--- config.mk ---
export PLATFORM = sky130hd
export DESIGN_NAME = adc_iq_formatter
export DESIGN_NICKNAME = d
export VERILOG_FILES = /design/src/rtl/adc_iq_pkg.sv /design/src/rtl/adc_iq_code.sv /design/src/rtl/adc_iq_pipe.sv /design/src/rtl/adc_iq_outmux.sv /design/src/rtl/adc_iq_formatter.sv
export SDC_FILE = /design/constraint.sdc
export NUM_CORES = 1
export LEC_CHECK = 0
export CORE_MARGIN = 2
export CORE_UTILIZATION = 35
export CTS_CLUSTER_SIZE = 40
export DETAILED_ROUTE_END_ITERATION = 7
export SYNTH_ARGS = -nofsm -noshare
export SYNTH_HDL_FRONTEND = slang
export SYNTH_SLANG_ARGS = --single-unit
--- constraint.sdc ---
create_clock -name clk2x -period 1.3 [get_ports clk2x]
set_input_delay 0.195 -clock clk2x [delete_from_list [all_inputs] [get_ports clk2x]]
set_output_delay 0.195 -clock clk2x [all_outputs]
set_load 0.02 [all_outputs]
--- src/rtl/adc_iq_pkg.sv ---
package adc_iq_pkg;
    localparam int SMP_W = 10;

    typedef logic [SMP_W-1:0] word_t;

    typedef struct packed {
        logic  vld;
        logic  par;
        word_t i;
        word_t q;
    } smp_t;

    typedef struct packed {
        word_t bus_i;
        word_t bus_q;
        logic  chan;
    } out_t;
endpackage

--- src/rtl/adc_iq_code.sv ---
module adc_iq_code #(
    parameter int W = 10
) (
    input  logic [W-1:0] raw,
    input  logic         twos,
    output logic [W-1:0] coded
);
    // offset binary to two's complement: flip the sign position only
    always_comb begin
        coded        = raw;
        coded[W-1]   = raw[W-1] ^ twos;
    end
endmodule

--- src/rtl/adc_iq_pipe.sv ---
module adc_iq_pipe
    import adc_iq_pkg::*;
#(
    parameter int STAGES = 3
) (
    input  logic  clk2x,
    input  logic  rst_n,
    input  logic  smp_tick,
    input  word_t i_code,
    input  word_t q_code,
    input  logic  par_sel,
    output smp_t  tail
);
    localparam int LAST = STAGES - 1;

    typedef struct packed {
        smp_t [STAGES-1:0] stg;
    } pipe_state_t;

    pipe_state_t st_d, st_q;

    always_comb begin
        st_d = st_q;
        if (smp_tick) begin
            st_d.stg[0].vld = 1'b1;
            st_d.stg[0].par = par_sel;
            st_d.stg[0].i   = i_code;
            st_d.stg[0].q   = q_code;
            for (int k = 1; k < STAGES; k++) begin
                st_d.stg[k] = st_q.stg[k-1];
            end
        end
    end

    always_ff @(posedge clk2x) begin
        if (!rst_n) begin
            st_q <= '0;
        end else begin
            st_q <= st_d;
        end
    end

    assign tail = st_q.stg[LAST];

    // the sample strobe must alternate
    a_r10_tick_falls: assert property (@(posedge clk2x) disable iff (!rst_n)
        smp_tick |=> !smp_tick);
    a_r10_tick_rises: assert property (@(posedge clk2x) disable iff (!rst_n)
        !smp_tick |=> smp_tick);
    // nothing is captured between sample boundaries
    a_r8_hold_off_tick: assert property (@(posedge clk2x) disable iff (!rst_n)
        !smp_tick |=> $stable(st_q.stg[0]));
endmodule

--- src/rtl/adc_iq_outmux.sv ---
module adc_iq_outmux
    import adc_iq_pkg::*;
(
    input  logic  clk2x,
    input  logic  rst_n,
    input  logic  smp_tick,
    input  smp_t  tail,
    output word_t bus_i,
    output word_t bus_q,
    output logic  chan
);
    out_t out_d, out_q;

    always_comb begin
        out_d = '0;
        if (tail.vld) begin
            if (!smp_tick) begin
                // first half of the output sample: I word, flag high
                out_d.bus_i = tail.i;
                out_d.bus_q = tail.par ? tail.q : '0;
                out_d.chan  = 1'b1;
            end else begin
                // second half: keep pair (dual bus) or present Q (shared bus)
                out_d.bus_i = tail.par ? tail.i : tail.q;
                out_d.bus_q = tail.par ? tail.q : '0;
                out_d.chan  = 1'b0;
            end
        end
    end

    always_ff @(posedge clk2x) begin
        if (!rst_n) begin
            out_q <= '0;
        end else begin
            out_q <= out_d;
        end
    end

    assign bus_i = out_q.bus_i;
    assign bus_q = out_q.bus_q;
    assign chan  = out_q.chan;

    // quiet outputs until a sample reaches the end of the pipe
    a_r9_idle_zero: assert property (@(posedge clk2x) disable iff (!rst_n)
        !tail.vld |=> (bus_i == '0 && bus_q == '0 && !chan));
    // flag high in the first half, low in the second
    a_r5_flag_first: assert property (@(posedge clk2x) disable iff (!rst_n)
        (!smp_tick && tail.vld) |=> chan);
    a_r6_flag_second: assert property (@(posedge clk2x) disable iff (!rst_n)
        smp_tick |=> !chan);
    // Q bus silent in shared-bus layout
    a_r4_q_quiet: assert property (@(posedge clk2x) disable iff (!rst_n)
        (tail.vld && !tail.par) |=> bus_q == '0);
    // dual-bus words held across both halves
    a_r3_pair_held: assert property (@(posedge clk2x) disable iff (!rst_n)
        (smp_tick && tail.vld && tail.par) |=> ($stable(bus_i) && $stable(bus_q)));
endmodule

--- src/rtl/adc_iq_formatter.sv ---
module adc_iq_formatter
    import adc_iq_pkg::*;
#(
    parameter int PIPE_STAGES = 3
) (
    input  logic             clk2x,
    input  logic             rst_n,
    input  logic             smp_tick,
    input  logic             fmt_twos,
    input  logic             bus_par,
    input  logic [SMP_W-1:0] ch_i_raw,
    input  logic [SMP_W-1:0] ch_q_raw,
    output logic [SMP_W-1:0] bus_i,
    output logic [SMP_W-1:0] bus_q,
    output logic             chan_flag
);
    localparam int NCH = 2;

    word_t raw_w  [NCH];
    word_t code_w [NCH];
    smp_t  tail_w;

    assign raw_w[0] = ch_i_raw;
    assign raw_w[1] = ch_q_raw;

    for (genvar c = 0; c < NCH; c++) begin : g_code
        adc_iq_code #(.W(SMP_W)) i_code (
            .raw   (raw_w[c]),
            .twos  (fmt_twos),
            .coded (code_w[c])
        );
    end

    adc_iq_pipe #(.STAGES(PIPE_STAGES)) i_pipe (
        .clk2x    (clk2x),
        .rst_n    (rst_n),
        .smp_tick (smp_tick),
        .i_code   (code_w[0]),
        .q_code   (code_w[1]),
        .par_sel  (bus_par),
        .tail     (tail_w)
    );

    adc_iq_outmux i_outmux (
        .clk2x    (clk2x),
        .rst_n    (rst_n),
        .smp_tick (smp_tick),
        .tail     (tail_w),
        .bus_i    (bus_i),
        .bus_q    (bus_q),
        .chan     (chan_flag)
    );
endmodule

==> results.yml, run 1 <==
synthesis:
  syn_area_per_cell_um2: 11.04
  synth.cell_area_um2: 3134
  synth.area.top_cells: "dfxtp_1 56%, mux2i_1 20%, nor2b_1 13%"
  synth-seq-cells: 87
  synth_fp_nets: 309
  synth.largest_area_cell: "dfxtp_1"
  syn-instance-count: 284
  ys_seq_area_frac: 0.5557
  synth_cell_types: 18
  yosys_warnings: 0
  synth_top_area_share: 0.5557
cells_and_area:
  area_delta_synth_final_pct: 22.67
  fill_cells: 850
  drive_gt1_frac: 0.05455
  mostFrequentLayoutCell: "dfxtp_1"
  stdcell_count: 438
  fin_nets: 352
  multi_input_area_um2: 1285
  seq_area_um2: 1742
  antenna_cells: 0
  layout_common_cells: "87 x dfxtp_1, 63 x mux2i_1, 63 x nor2b_1"
run:
  drv_cap: 0
worst_hold_path:
  min_from: "smp_tick"
  hp-class: "in2reg"
  worst_hold_path.num_cells: 2
  hold_end: "i_pipe.st_q[21]$_SDFFE_PN0P_"
worst_setup_path:
  cp_cell_sequence: "dlygate4sd2_1"
  reg2reg_depth: 3
  critPathBufInv: 1
  crit_fanout: 1
  slowest_delay_ns: 0.34
  reg2reg_to: "i_outmux.bus_i[1]$_SDFF_PN0_"
  r2r-start: "i_pipe.tail[20]$_SDFFE_PN0P_"
  worstPathArrival_ns: 1.01
  critPathTopFamily: "flip-flops"
  crit_path_end_kind: "output port"
  cp.required_ns: 1.11
  critical_path_class: "reg2out"
  slowest_stage: "dfxtp_1"
  r2r_setup_slack_ns: 0.18
  startpoint_type: "flop"
drt:
  drtIter0Drc: 53
  dr.pass1.iters: 4
  remaining_drc_errors: 0
  antenna_left: 0
  drt-total-wl_mm: 5.510
  wl_per_cell_um: 12.58
  viasPerCell: 4.354
  vias: 1907
global_routing:
  grt_pass1_wl_mm: 9.121
  grt_pass1_vias: 1813
  grt_usage: 0.1195
  grt-ovfl-total: 0
  grt_start_max_net_pins: 42
  antenna_found_initial: 0
power:
  finalPower_mw: 4.914
  ir_drop_uv: 551.0
  p_leak_nw: 1.617
  power_density_nw_per_um2: 1278
floorplan:
  num_io_pins: 46
  die_y_um: 98.63
  die-area_um2: 9728
  core_area_um2: 8721
  initial_core_util: 0.3594
  fp.dieW_um: 98.63
  rows: 34
clocking:
  numCtsBuffers: 9
  cts-hold-fix-buffers: 0
  clkLatencyLatePin_ns: 0.34
  cts_resized: 21
  cts_tree: "yes"
  cts_sinks: 87
  clockBufferDepth: 2
  cts_setup_buffers: 0
  htreeDepth: 3
  path_clk_slew_ns: 0.07
  cts_root_buf: "clkbuf_8"
placement:
  port_buffers: 45
  place_hpwl_mm: 3.705
  dp_cells: 424
  place_congestion: 0.7240
sta:
  fmax_mhz: 827.2
  tightest_slew_ns: 0.3763
  slew_viol_final: 0
  finalClockSkew_ns: 0.008629
  setup_viol: 0
  rsz0062_at_grt: "false"
  min_period_ns: 1.209
  final_hold_viol_count: 0
  slew_headroom: 0.7491
  post-route-period-util: 0.9299
run_status:
  status: "finished, final reports clean"
==> stage by stage <==
| step | worst slack (ns) | utilization | hold WS (ns) | TNS (ns) | area, um^2 |
|---|---|---|---|---|---|
| floorplan | 0.2915 | - | 0.3644 | 0 | 3134 |
| global placement | -0.003309 | 0.4234 | 0.4366 | -0.003625 | 3692 |
| detailed placement | -0.06515 | 0.4234 | 0.4658 | -0.5073 | 3692 |
| CTS | 0.06165 | 0.4409 | 0.2304 | 0 | 3845 |
| global route | 0.04567 | 0.4409 | 0.2522 | 0 | 3845 |
| finish | 0.09114 | 0.4409 | 0.2328 | 0 | 3845 |
==> sequential cells by signal, summed over array words and instances (netlist names) <==
register / count
i_outmux.bus_q: 10
i_outmux.chan: 1
i_outmux.bus_i: 10
i_pipe.st_q: 44
i_pipe.tail: 22
==> cells in the mapped netlist <==
cell type	instances
mux2i_1	63
buf_4	7
dfxtp_1	87
o21ai_0	2
xnor2_1	2
nor2_1	1
buf_1	1
and2b_1	1
nand2_1	21
nand2b_1	1
and3_1	1
and2_1	10
nor2b_1	63
o21a_1	1
a21oi_1	12
clkbuf_1	8
buf_6	1
buf_2	2
==> routing by layer <==
| layer | track usage | up-vias | part of all wire |
|---|---|---|---|
| met5 | 0 | - | 0 |
| met4 | 0.06639 | 0 | 0.023 |
| met3 | 0.02766 | 12 | 0.042 |
| met2 | 0.1690 | 37 | 0.41 |
| met1 | 0.1679 | 854 | 0.52 |
| li1 | - | 1004 | - |
==> cells by family (layout without fill, tap and decap cells) <==
group	count (synthesis)	after routing	share of synthesized area
compound gates	15	15	0.02475
buf+inv	19	65	0.03433
simple gates	98	98	0.1784
mux	63	63	0.2012
xor+xnor	2	2	0.005590
flops	87	87	0.5557
==> how the worst max path moves through the flow <==
stage | depth (start not counted) | endpoint | startpoint | slack, ns
final | 1 | bus_i[6] | i_outmux.bus_i[6]$_SDFF_PN0_ | 0.09
after detailed placement | 3 | i_outmux.bus_q[0]$_SDFF_PN0_ | rst_n | -0.07
after CTS | 1 | bus_q[2] | i_outmux.bus_q[2]$_SDFF_PN0_ | 0.06
after global routing | 3 | i_outmux.bus_i[4]$_SDFF_PN0_ | i_pipe.tail[20]$_SDFFE_PN0P_ | 0.05
after global placement | 3 | i_outmux.bus_q[2]$_SDFF_PN0_ | rst_n | -0.003
after floorplan | 6 | i_outmux.bus_i[0]$_SDFF_PN0_ | smp_tick | 0.29
==> cell type report <==
| type | count | share of cell area |
|---|---|---|
| Clock inverter | 1 | 0.007810 |
| Clock buffer | 13 | 0.03872 |
| Tap cell | 108 | 0.03514 |
| Multi-Input combinational cell | 178 | 0.3342 |
| Timing Repair Buffer | 51 | 0.1311 |
| Sequential cell | 87 | 0.4530 |
==> where the power goes <==
part	switching [mW]	internal [mW]	leakage [nW]	total [mW]
clock	0.842	0.924	0.0896	1.77
combinational	0.149	0.211	0.820	0.360
sequential	0.0446	2.74	0.708	2.79
total	1.04	3.88	1.62	4.91
(Power assumes the default switching activity.)
==> run 2: changes to the inputs <==
--- a/config.mk
+++ b/config.mk
@@ -5,6 +5,7 @@
 export SDC_FILE = /design/constraint.sdc
 export NUM_CORES = 1
 export LEC_CHECK = 0
+export ABC_AREA = 1
 export CORE_MARGIN = 2
 export CORE_UTILIZATION = 35
 export CTS_CLUSTER_SIZE = 40
==> run 2 against run 1 <==
Via count grew 20%. Clock-buffer cell count shrank 3. Largest power group unchanged. Critical path type unchanged. Utilization grew 0.77 points.
==> results.yml, run 2 <==
cells_and_area:
  multi_input_area_um2: 1030
  layout_common_cells: "127 x nor2_1, 87 x dfxtp_1, 63 x o21ai_0"
  largest_register: "i_pipe.st_q"
  largest_reg_flops: 44
  drive_gt1_frac: 0.06459
  mostFrequentLayoutCell: "nor2_1"
  fin_nets: 438
  fill_cells: 831
  antenna_cells: 0
  seq_area_um2: 1742
  area_delta_synth_final_pct: 23.83
  fin_util: 0.4486
power:
  p_seq_frac: 0.563
  combinationalPowerShare: 0.088
  switching_share: 0.2375
  p_sw_mw: 1.207
  p_leak_nw: 1.633
  p_int_mw: 3.877
  ir_drop_uv: 610.7
  clockPowerShare: 0.349
  power_density_nw_per_um2: 1379
worst_setup_path:
  critPathBufInv: 1
  r2r_setup_slack_ns: 0.28
  critPathTopFamily: "flip-flops"
  slowest_delay_ns: 0.33
  startpoint_type: "flop"
  cp_cell_sequence: "dlygate4sd2_1"
  slowest_stage: "dfxtp_1"
  crit_fanout: 1
  critical_path_class: "reg2out"
  crit_path_end_kind: "output port"
  worstPathArrival_ns: 1.00
  cp.required_ns: 1.11
sta:
  min_period_ns: 1.193
  finalClockSkew_ns: 0.005836
  setup_viol: 0
  tightest_slew_ns: 0.4319
  final_hold_viol_count: 0
  slew_headroom: 0.7121
  tns_ns: 0
  fmax_mhz: 838.2
  post-route-period-util: 0.9177
  slew_viol_final: 0
  worst_hold_slack_ns: 0.2834
  rsz0062_at_grt: "false"
clocking:
  clockBufferDepth: 2
  cts_root_buf: "clkbuf_8"
  cts_tree: "yes"
  clkLatencyLatePin_ns: 0.34
  path_clk_slew_ns: 0.08
  cts_sinks: 87
  cts_setup_buffers: 0
  htreeDepth: 3
  numCtsBuffers: 9
synthesis:
  yosys-top-cells-count: "127 x nor2_1, 87 x dfxtp_1, 63 x o21ai_0, 21 x inv_1, 18 x nand2_1"
  synth.largest_area_cell: "dfxtp_1"
  synth_top_area_share: 0.5851
  synth_cell_types: 13
  synth.cell_area_um2: 2977
  syn_area_per_cell_um2: 8.002
  synth-seq-cells: 87
  yosys_warnings: 0
  synth_edf_count: 0
  synth.area.top_cells: "dfxtp_1 59%, nor2_1 16%, o21ai_0 11%"
  synth_async_sr_flop_share: 0
  syn-instance-count: 372
  ys_seq_area_frac: 0.5851
  synth_top_flop_cell: "dfxtp_1"
  synth_fp_nets: 397
  yosysMostFrequentCell: "nor2_1"
global_routing:
  grt_start_max_net_pins: 65
  grt_pass1_vias: 2118
  grt_usage: 0.1348
  grt_pass1_wl_mm: 9.570
  antenna_found_initial: 0
  grt-ovfl-total: 0
drt:
  dr.pass1.iters: 4
  viasPerCell: 4.390
  vias: 2296
  remaining_drc_errors: 0
  antenna_left: 0
  drt-total-wl_mm: 5.693
  drtIter0Drc: 188
  wl_per_cell_um: 10.89
floorplan:
  core_area_um2: 8217
  rows: 33
  die_y_um: 96.22
  fp.dieW_um: 96.22
  die-area_um2: 9258
  num_io_pins: 46
  initial_core_util: 0.3623
placement:
  place_hpwl_mm: 3.697
  place_congestion: 0.7501
  port_buffers: 45
worst_hold_path:
  hp-class: "in2reg"
run:
  drv_cap: 0
run_status:
  status: "finished, final reports clean"
[run 2: final timing paths]
check	end	startpoint	cells past startpoint
worst max-delay path	bus_i[3]	i_outmux.bus_i[3]$_SDFF_PN0_	1
worst min-delay path	i_pipe.st_q[21]$_SDFFE_PN0P_	smp_tick	3
worst max register to register	i_outmux.bus_i[5]$_SDFF_PN0_	i_pipe.tail[20]$_SDFFE_PN0P_	4
worst min register to register	i_pipe.st_q[31]$_SDFFE_PN0P_	i_pipe.st_q[9]$_SDFFE_PN0P_	2
[run 2: repair_timing]
action | CTS | global route
hold buffers | 0 | 0
hold endpoints to repair | 0 | 0
gates resized for setup | 21 | 0
endpoints found under the setup margin | 21 | 0
[run 2: area by class of cell]
class                           instances  share of cell area
Sequential cell                        87              0.4725
Tap cell                              105             0.03564
Clock buffer                           10             0.03462
Inverter                               22             0.02240
Clock inverter                          6             0.01663
Multi-Input combinational cell        239              0.2794
Timing Repair Buffer                   54              0.1388
[run 2: logic make-up (layout without fill, tap and decap cells)]
| kind of cell | count (synthesis) | count (layout) | share of synthesized area |
|---|---|---|---|
| buffers and inverters | 46 | 92 | 0.06893 |
| flip-flops | 87 | 87 | 0.5851 |
| AND/OR/NAND/NOR | 159 | 159 | 0.2114 |
| AO/OA/AOI/OAI | 80 | 80 | 0.1345 |
[run 2: per-layer routing]
metal	wire (um)	share of wire	vias up	GRT usage
met2	2339	0.41	53	0.2037
met3	269	0.047	4	0.02662
met5	0	0	-	0
met4	54	0.0095	0	0.07143
li1	-	-	1261	-
met1	3029	0.53	978	0.1812
[run 2: power groups by stage]
stage	Clock, mW	Sequential, mW	Combinational, mW
floorplan	0	2.91	0.293
global placement	0	2.92	0.447
detailed placement	0	2.92	0.450
CTS	1.84	2.86	0.452
global route	1.96	2.88	0.514
finish	1.77	2.86	0.449
[run 2: stage by stage]
step	power (mW)	instances	cell area, um^2	setup WS (ns)
floorplan	3.205	372	2977	0.3865
global placement	3.368	507	3523	-0.04366
detailed placement	3.372	507	3523	-0.07359
CTS	5.150	523	3686	0.07538
global route	5.352	523	3686	0.04857
finish	5.084	523	3686	0.1070
==> run 3: changes to the inputs <==
--- a/config.mk
+++ b/config.mk
@@ -6,9 +6,8 @@
 export NUM_CORES = 1
 export LEC_CHECK = 0
 export ABC_AREA = 1
-export CORE_MARGIN = 2
 export CORE_UTILIZATION = 35
-export CTS_CLUSTER_SIZE = 40
+export CTS_CLUSTER_SIZE = 8
 export DETAILED_ROUTE_END_ITERATION = 7
 export SYNTH_ARGS = -nofsm -noshare
 export SYNTH_HDL_FRONTEND = slang
==> run 3 against run 2 <==
Via count rose by 2.9%. Sequential share of layout area shrank 0.83 points. Critical path depth unchanged. Sequential cell count is the same. Final area grew 1.8%. Fmax hardly changed. Sequential power hardly changed. Critical path type unchanged. Combinational power up 1%. Register-to-register slack worse by 0.07 ns. Clock power is 23% higher. Clock skew increased by 0.00058 ns. Largest cell class unchanged. Global-route usage up 1.2 points.
==> results.yml, run 3 (synthesized netlist as in run 2, its figures left out) <==
clocking:
  numCtsBuffers: 9
  cts-hold-fix-buffers: 0
  cts_root_buf: "clkbuf_8"
  htreeDepth: 3
  clockBufferDepth: 2
  path_clk_slew_ns: 0.08
  cts_tree: "yes"
  cts_sinks: 87
  clkLatencyLatePin_ns: 0.35
worst_setup_path:
  reg2reg_depth: 4
  worstPathArrival_ns: 1.00
  slowest_stage: "dfxtp_1"
  r2r-start: "i_pipe.tail[20]$_SDFFE_PN0P_"
  critPathBufInv: 1
  critical_path_class: "reg2out"
  crit_fanout: 1
  crit_start: "i_outmux.bus_i[1]$_SDFF_PN0_"
  crit_cells: 1
  reg2reg_to: "i_outmux.bus_i[4]$_SDFF_PN0_"
  cp-endpoint: "bus_i[1]"
  cp.required_ns: 1.11
  cp_cell_sequence: "dlygate4sd2_1"
  startpoint_type: "flop"
  r2r_setup_slack_ns: 0.21
  crit_path_end_kind: "output port"
  slowest_delay_ns: 0.33
  critPathTopFamily: "flip-flops"
placement:
  place_hpwl_mm: 3.693
  place_congestion: 0.8734
  dp_slack_ns: -0.03519
  port_buffers: 45
cells_and_area:
  multi_input_area_um2: 1030
  drive_gt1_frac: 0.06459
  seq_area_um2: 1742
  fin_nets: 438
  fill_cells: 822
  largest_register: "i_pipe.st_q"
  area_delta_synth_final_pct: 26.06
  mostFrequentLayoutCell: "nor2_1"
  layout_common_cells: "127 x nor2_1, 87 x dfxtp_1, 63 x o21ai_0"
  fin_util: 0.4567
  largest_reg_flops: 44
  antenna_cells: 0
sta:
  rsz0062_at_grt: "false"
  layout_setup_ws_ns: 0.1061
  final_hold_viol_count: 0
  slew_headroom: 0.7993
  worst_hold_slack_ns: 0.3265
  fmax_mhz: 837.6
  finalClockSkew_ns: 0.006412
  slew_viol_final: 0
  setup_viol: 0
  post-route-period-util: 0.9184
  tightest_slew_ns: 0.3004
  min_period_ns: 1.194
drt:
  antenna_left: 0
  dr.pass1.iters: 4
  vias: 2362
  wl_per_cell_um: 11.22
  drtIter0Drc: 153
  remaining_drc_errors: 0
  drt-total-wl_mm: 5.870
  viasPerCell: 4.516
floorplan:
  die_y_um: 94.22
  core_area_um2: 8217
  initial_core_util: 0.3623
  rows: 33
  die-area_um2: 8877
  num_io_pins: 46
  fp.dieW_um: 94.22
power:
  power_density_nw_per_um2: 1463
  finalPower_mw: 5.489
  ir_drop_uv: 605.6
  p_leak_nw: 1.665
global_routing:
  grt_pass1_wl_mm: 10.14
  grt_start_max_net_pins: 70
  grt-ovfl-total: 0
  grt_usage: 0.1471
  grt_pass1_vias: 2253
  antenna_found_initial: 0
run:
  drv_cap: 0
worst_hold_path:
  hp-class: "in2reg"
run_status:
  status: "finished, final reports clean"
run 3: changes by cell type in the layout (fill, tap and decap cells not counted), sizes merged:
cell	change
clkbuf	+4
clkinv	-4
bufinv	+1
clkinvlp	-1
run 3: where the power goes:
| group | total [mW] | internal [mW] | switching [mW] |
|---|---|---|---|
| Sequential | 2.86 | 2.80 | 0.0606 |
| Clock | 2.17 | 1.29 | 0.877 |
| Combinational | 0.455 | 0.198 | 0.257 |
| Total | 5.49 | 4.29 | 1.19 |
run 3: area by class of cell:
class / instances / share of cell area
Tap cell: 105 / 0.03501
Inverter: 22 / 0.02201
Clock inverter: 2 / 0.01601
Clock buffer: 14 / 0.04868
Sequential cell: 87 / 0.4642
Multi-Input combinational cell: 239 / 0.2744
Timing Repair Buffer: 54 / 0.1397
run 3: stage by stage:
stage | setup TNS (ns) | cells | instance area [um^2]
6_report | 0 | 523 | 3752
5_1_grt | 0 | 523 | 3752
4_1_cts | 0 | 523 | 3752
3_5_place_dp | -0.1203 | 507 | 3536
3_3_place_gp | -0.002562 | 507 | 3536
2_1_floorplan | 0 | 372 | 2977
run 3: metal layers:
metal,up-vias,part of all wire,track usage,wire length [um]
met4,0,0.033,0.1013,196
met2,65,0.40,0.2065,2331
li1,1258,-,-,-
met5,-,0,0,0
met1,1025,0.52,0.1998,3057
met3,14,0.049,0.02994,285
run 3: worst min-delay path by stage:
stage,from,end,slack (ns),cells after the start
2_1_floorplan,ch_q_raw[0],i_pipe.st_q[0]$_SDFFE_PN0P_,0.33,2
3_3_place_gp,i_pipe.st_q[21]$_SDFFE_PN0P_,i_pipe.st_q[43]$_SDFFE_PN0P_,0.44,2
3_5_place_dp,i_pipe.st_q[21]$_SDFFE_PN0P_,i_pipe.st_q[43]$_SDFFE_PN0P_,0.45,2
4_1_cts,smp_tick,i_outmux.chan$_SDFF_PN0_,0.31,3
5_1_grt,smp_tick,i_outmux.chan$_SDFF_PN0_,0.33,3
6_report,smp_tick,i_outmux.chan$_SDFF_PN0_,0.33,3
run 3: timing repair:
item	in CTS	in global routing
setup endpoints to repair	21	0
buffers inserted	0	0
gates resized for setup	21	0
